<file path="src/rtl/sdr_refresh_timer_pkg.sv">
package sdr_refresh_timer_pkg;

   localparam int CMD_W         = 3;
   localparam int DEF_ADDR_W    = 23;
   localparam int DEF_PERIOD_W  = 16;
   localparam int DEF_BL_W      = 4;

   typedef logic [CMD_W-1:0] cmd_t;

   localparam cmd_t CMD_IDLE        = 3'b000;
   localparam cmd_t CMD_PERIOD_LOAD = 3'b111;

   localparam logic [DEF_BL_W-1:0] BL_PAGE_MODE = '0;

endpackage

</file>
<file path="src/rtl/rft_cmd_decode.sv">
module rft_cmd_decode
   import sdr_refresh_timer_pkg::*;
#(
   parameter int   ADDR_W    = DEF_ADDR_W,
   parameter cmd_t LOAD_CODE = CMD_PERIOD_LOAD
) (
   input  logic              clk,
   input  logic              rst_n,
   input  cmd_t              cmd_code,
   input  logic [ADDR_W-1:0] addr_in,
   output logic              load_stb,
   output logic [ADDR_W-1:0] addr_q
);

   logic hit;

   assign hit = (cmd_code == LOAD_CODE);

   // Address stage keeps the word in step with the registered strobe.
   always_ff @(posedge clk or negedge rst_n) begin
      if (!rst_n) begin
         addr_q <= '0;
      end else begin
         addr_q <= addr_in;
      end
   end

   // Strobe may only be set when it was clear: a held command alternates.
   always_ff @(posedge clk or negedge rst_n) begin
      if (!rst_n) begin
         load_stb <= 1'b0;
      end else begin
         load_stb <= hit && !load_stb;
      end
   end

endmodule

</file>
<file path="src/rtl/rft_ack_gen.sv">
module rft_ack_gen (
   input  logic clk,
   input  logic rst_n,
   input  logic load_stb,
   input  logic lower_ack,
   output logic cmd_ack
);

   logic cause;

   assign cause = load_stb || lower_ack;

   always_ff @(posedge clk or negedge rst_n) begin
      if (!rst_n) begin
         cmd_ack <= 1'b0;
      end else begin
         cmd_ack <= cause && !cmd_ack;
      end
   end

endmodule

</file>
<file path="src/rtl/rft_refresh_counter.sv">
module rft_refresh_counter
   import sdr_refresh_timer_pkg::*;
#(
   parameter int PERIOD_W   = DEF_PERIOD_W,
   parameter int BL_W       = DEF_BL_W,
   parameter bit PAGE_GATE  = 1'b1
) (
   input  logic                clk,
   input  logic                rst_n,
   input  logic                load_stb,
   input  logic [PERIOD_W-1:0] period_in,
   input  logic [BL_W-1:0]     burst_len,
   input  logic                refresh_ack,
   output logic                refresh_req
);

   localparam logic [PERIOD_W-1:0] CNT_ONE  = PERIOD_W'(1);
   localparam logic [PERIOD_W-1:0] CNT_ZERO = '0;

   logic [PERIOD_W-1:0] period_q;
   logic [PERIOD_W-1:0] cnt_q;
   logic                zero_q;
   logic                run;
   logic                at_zero;

   generate
      if (PAGE_GATE) begin : g_page_gate
         assign run = (burst_len != BL_W'(0));
      end else begin : g_free_run
         logic unused_bl;
         assign unused_bl = ^burst_len;
         assign run = 1'b1;
      end
   endgenerate

   assign at_zero = (cnt_q == CNT_ZERO);

   always_ff @(posedge clk or negedge rst_n) begin
      if (!rst_n) begin
         period_q <= '0;
      end else if (load_stb) begin
         period_q <= period_in;
      end
   end

   // Reload has priority over counting while a request is outstanding.
   always_ff @(posedge clk or negedge rst_n) begin
      if (!rst_n) begin
         cnt_q <= '0;
      end else if (zero_q) begin
         cnt_q <= period_q;
      end else if (run) begin
         cnt_q <= cnt_q - CNT_ONE;
      end
   end

   always_ff @(posedge clk or negedge rst_n) begin
      if (!rst_n) begin
         zero_q <= 1'b0;
      end else if (at_zero && run) begin
         zero_q <= 1'b1;
      end else if (refresh_ack) begin
         zero_q <= 1'b0;
      end
   end

   assign refresh_req = zero_q;

endmodule

</file>
<file path="src/rtl/sdr_refresh_timer.sv">
module sdr_refresh_timer
   import sdr_refresh_timer_pkg::*;
#(
   parameter int ADDR_W    = DEF_ADDR_W,
   parameter int PERIOD_W  = DEF_PERIOD_W,
   parameter int BL_W      = DEF_BL_W,
   parameter bit PAGE_GATE = 1'b1
) (
   input  logic              clk,
   input  logic              rst_n,
   input  logic [2:0]        cmd_code,
   input  logic [ADDR_W-1:0] addr_in,
   input  logic              lower_ack,
   input  logic              refresh_ack,
   input  logic [BL_W-1:0]   burst_len,
   output logic [ADDR_W-1:0] addr_aligned,
   output logic              refresh_req,
   output logic              cmd_ack
);

   generate
      if (ADDR_W < PERIOD_W) begin : g_bad_addr_w
         $error("sdr_refresh_timer: ADDR_W must cover PERIOD_W");
      end
      if (PERIOD_W < 2) begin : g_bad_period_w
         $error("sdr_refresh_timer: PERIOD_W too small");
      end
      if (BL_W < 1) begin : g_bad_bl_w
         $error("sdr_refresh_timer: BL_W must be positive");
      end
   endgenerate

   logic load_stb;

   rft_cmd_decode #(
      .ADDR_W    (ADDR_W),
      .LOAD_CODE (CMD_PERIOD_LOAD)
   ) u_decode (
      .clk      (clk),
      .rst_n    (rst_n),
      .cmd_code (cmd_code),
      .addr_in  (addr_in),
      .load_stb (load_stb),
      .addr_q   (addr_aligned)
   );

   rft_ack_gen u_ack (
      .clk       (clk),
      .rst_n     (rst_n),
      .load_stb  (load_stb),
      .lower_ack (lower_ack),
      .cmd_ack   (cmd_ack)
   );

   rft_refresh_counter #(
      .PERIOD_W  (PERIOD_W),
      .BL_W      (BL_W),
      .PAGE_GATE (PAGE_GATE)
   ) u_counter (
      .clk         (clk),
      .rst_n       (rst_n),
      .load_stb    (load_stb),
      .period_in   (addr_aligned[PERIOD_W-1:0]),
      .burst_len   (burst_len),
      .refresh_ack (refresh_ack),
      .refresh_req (refresh_req)
   );

endmodule

</file>
<file path="config.mk">
export PLATFORM = sky130hd
export DESIGN_NAME = sdr_refresh_timer
export DESIGN_NICKNAME = d
export VERILOG_FILES = /design/src/rtl/sdr_refresh_timer_pkg.sv /design/src/rtl/rft_cmd_decode.sv /design/src/rtl/rft_ack_gen.sv /design/src/rtl/rft_refresh_counter.sv /design/src/rtl/sdr_refresh_timer.sv
export SDC_FILE = /design/constraint.sdc
export NUM_CORES = 1
export LEC_CHECK = 0
export BUFFER_PORTS_ARGS = -buffer_cell sky130_fd_sc_hd__clkbuf_2
export CORE_AREA = 3 3 106 67
export DETAILED_ROUTE_END_ITERATION = 7
export DIE_AREA = 0 0 109 70
export MAX_ROUTING_LAYER = met4
export SLEW_MARGIN = 20
export SYNTH_ARGS = -nofsm -noshare
export SYNTH_HDL_FRONTEND = slang
export SYNTH_HIERARCHICAL = 1
export SYNTH_SLANG_ARGS = --single-unit
</file>
<file path="constraint.sdc">
create_clock -name clk -period 2.7 [get_ports clk]
set_input_delay 0 -clock clk [delete_from_list [all_inputs] [get_ports clk]]
set_output_delay 0 -clock clk [all_outputs]
set_load 0.01 [all_outputs]
</file>
==> summary.md <==
| Metric | Value |
|---|---|
| I/O pin cnt | `between 50 and 60` |
| Final Hold Fails | `0` |
| Distinct cells, synth | `31` |
| Initial Util | `35.3%` |
| Worst r2r src | `u_counter/cnt_q[4]` |
| Top-count cell post-synth | `dfrtp_1` |
| Clock buffer depth | `2` |
| Drt pass-1 iters | `4` |
| Yosys top cell by area | `dfrtp_1` |
| Fillcell total | `between 500 and 600` |
| Top FF cell, synth | `dfrtp_1` |
| Worst R2R Setup Slack | `~0.62 ns` |
| Post-layout instance area | `around 0.0030 mm2` |
| Initial antenna violation count | `0` |
| Area grow syn2layout | `40.0%` |
| Routed vias/inst | `around 4.6` |
| TritonCTS clock tree | `done` |
| Fin. max-slew vios | `0` |
| Largest net degree at the start of global routing | `39` |
| Clk sinks | `between 50 and 60` |
| VDD IR max | `0.388 mV` |
| Worst slew pin tran | `roughly 0.77 ns` |
| DRC Markers | `0` |
| Worst Clk Skew | `approximately 0.0054 ns` |
| Mapped Cells | `roughly 160` |
| CP Class | `reg2reg` |
| DP HPWL | `about 3 mm` |
| Antenna diodes | `0` |
| Syn Area/Cell | `~13 um2` |
| Critical Path End Type | `flip-flop` |
| Die area | `roughly 0.0076 mm2` |
| FF-to-FF path depth | `4` |
| RSZ-0062 raised after global routing | `false` |
| Pwr Density | `between 800 and 900 mW/mm2` |
| Crit share post-route | `76.9%` |
| WL/cell | `approximately 13 um` |
| Placed Area | `between 0.002 and 0.003 mm2` |
| Post-Synthesis Net Count | `approximately 200` |
| Number of placement rows | `22` |
| Hold Path Class | `in2async` |
| Core box area | `between 0.006 and 0.007 mm2` |
| GP Congestion | `just over 0.8` |
| Tot GR Track Use | `~14%` |
| Via count | `about 1600` |
| Clock root buffer | `clkbuf_8` |
| Initial DRC Count | `66` |
| First-pass GRT wire length | `approximately 7.6 mm` |
| Share of post-route cells with drive strength above 1 | `a little under two fifths` |
| Crit path DAT | `about 2.3 ns` |
| Number of global-route vias before repair | `around 1500` |
| Met2 Resource Use GR | `between 10% and 20%` |
| CTS H-tree lvls | `3` |
| Final setup vio count | `0` |
| Yosys warnings | `6` |
| Top cells by area, synth | `dfrtp_1 67%, mux2_2 8.8%, o21ai_0 2.8%` |
| Final Non-Filler Cells | `around 340` |
| Seq/Total Area, Yosys | `~67%` |
| Status | `completed` |
| CP Data Required Time | `around 3 ns` |
| GR Layer Usage met1 | `19.7%` |
| Ys async rst share | `100%` |
| Num CTS Buffers | `9` |
| Min Tclk post-route | `2.08 ns` |
| Resized Gates After CTS | `0` |
| Dpl cells | `around 300` |
| Routed Antenna Nets | `0` |
| Peak Freq | `slightly below 500 MHz` |
| IO buf count | `58` |
| Slew margin rel. | `about half` |
| Final WL | `between 4 and 5 mm` |
| Yosys top cell area share | `67.0%` |
| Post-synth EDFFs | `0` |
| Startpoint Class | `flip-flop` |
| RR Endpoint | `u_counter/cnt_q[12]` |
| Worst-skew pair later-pin latency | `about 0.34 ns` |
| Layout net count | `about 290` |
| Mapped cell area | `0.00217 mm2` |
| Busiest grt layer | `met1` |
| Die height | `roughly 70 um` |
| GRT met3 Usage | `under 10%` |
| Remaining Overflow, GRT | `0` |
| Die Wd | `around 110 um` |
| MaxCap Viol Count | `0` |
| Crit-path max FO | `5` |
| Commonest cells in the netlist | `58 x dfrtp_1, 17 x mux2_2, 12 x o21ai_0` |
| Setup TNS | `0 ns` |
| Clock transition at path regs | `about 0.060 ns` |
| Reported leakage power | `~1.4 nW` |
| Synthesized flop and latch total | `58` |
[worst max-delay path, stage by stage (launching register included)]
cell	delay, ns
dfrtp_1	0.43
or4_4	0.55
nor4_1	0.36
or4b_1	0.47
a31oi_1	0.19
[cell type report]
| type | instances | area, um2 | area share, % |
|---|---|---|---|
| flip-flops and latches | 58 | 1450 | 47.9 |
| clock buffers | 11 | 151 | 4.99 |
| clock inverters | 3 | 40.0 | 1.32 |
| inverters | 3 | 11.3 | 0.371 |
| repair buffers | 88 | 586 | 19.3 |
| well taps | 84 | 105 | 3.47 |
| multi-input cells | 94 | 688 | 22.7 |
[kinds of logic (layout without fill, tap and decap cells)]
kind of cell	Yosys count	count (layout)	share of synthesized area, %
muxes	17	17	8.83
adders and majority gates	1	1	0.577
DFF	58	58	67.0
xor gates and xnor gates	10	10	4.04
buffers and inverters	9	105	1.62
and+or+nand+nor	41	41	10.9
AOI/OAI and AO/OA	25	25	7.10
[layout by cell type (no fill, tap or decap), drive strengths merged, types with 3 or more instances in the layout]
cell type	netlist	routed
a31oi	4	4
clkbuf	6	69
clkinv	1	3
dfrtp	58	58
dlygate4sd3	0	28
mux2	17	17
nand2	11	11
nor2	7	7
nor4	4	4
o21ai	12	12
or3	6	6
or4	4	4
xnor2	4	4
xor2	6	6
[report_power, final]
group | internal, W | leakage, nW | switching, W
Clock | 0.000462 | 0.101 | 0.000316
Sequential | 0.00106 | 0.689 | 0.000183
Combinational | 0.000266 | 0.575 | 0.000224
[sequential cells by signal, indices dropped and copies added, names as in the netlist]
register	cells
u_counter/cnt_q	16
u_counter/period_q	16
u_decode/load_stb	1
u_decode/addr_q	23
u_counter/refresh_req	1
u_ack/cmd_ack	1
[worst max path at each step]
stage | startpoint | to | slack (ns)
after detailed placement | u_counter/cnt_q[4] | u_counter/cnt_q[12] | 0.61
after CTS | u_counter/cnt_q[4] | u_counter/cnt_q[12] | 0.61
after global placement | u_counter/cnt_q[4] | u_counter/cnt_q[14] | 0.70
after floorplan | u_counter/cnt_q[4] | u_counter/cnt_q[14] | 0.73
after global routing | u_counter/cnt_q[4] | u_counter/cnt_q[12] | 0.48
final | u_counter/cnt_q[4] | u_counter/cnt_q[12] | 0.62
[per-layer routing]
layer	part of all wire, %	vias to the layer above
met5	0	-
met4	1.2	0
met3	8.5	6
met2	38	67
met1	52	743
li1	-	757
[timing repair]
action	4_1_cts	5_1_grt
hold endpoints to repair	46	0
hold buffers	28	0
setup buffers	0	0
[per-stage QoR]
stage	worst slack (ns)	util, %	power, W	hold WS (ns)
2_1_floorplan	0.731	-	0.00153	-0.296
3_3_place_gp	0.702	41.6	0.00169	0.00952
3_5_place_dp	0.613	41.6	0.00170	0.0112
4_1_cts	0.612	49.3	0.00254	0.177
5_1_grt	0.476	49.4	0.00268	0.219
6_report	0.624	49.4	0.00251	0.171
Power figures use the tool's default switching activity.
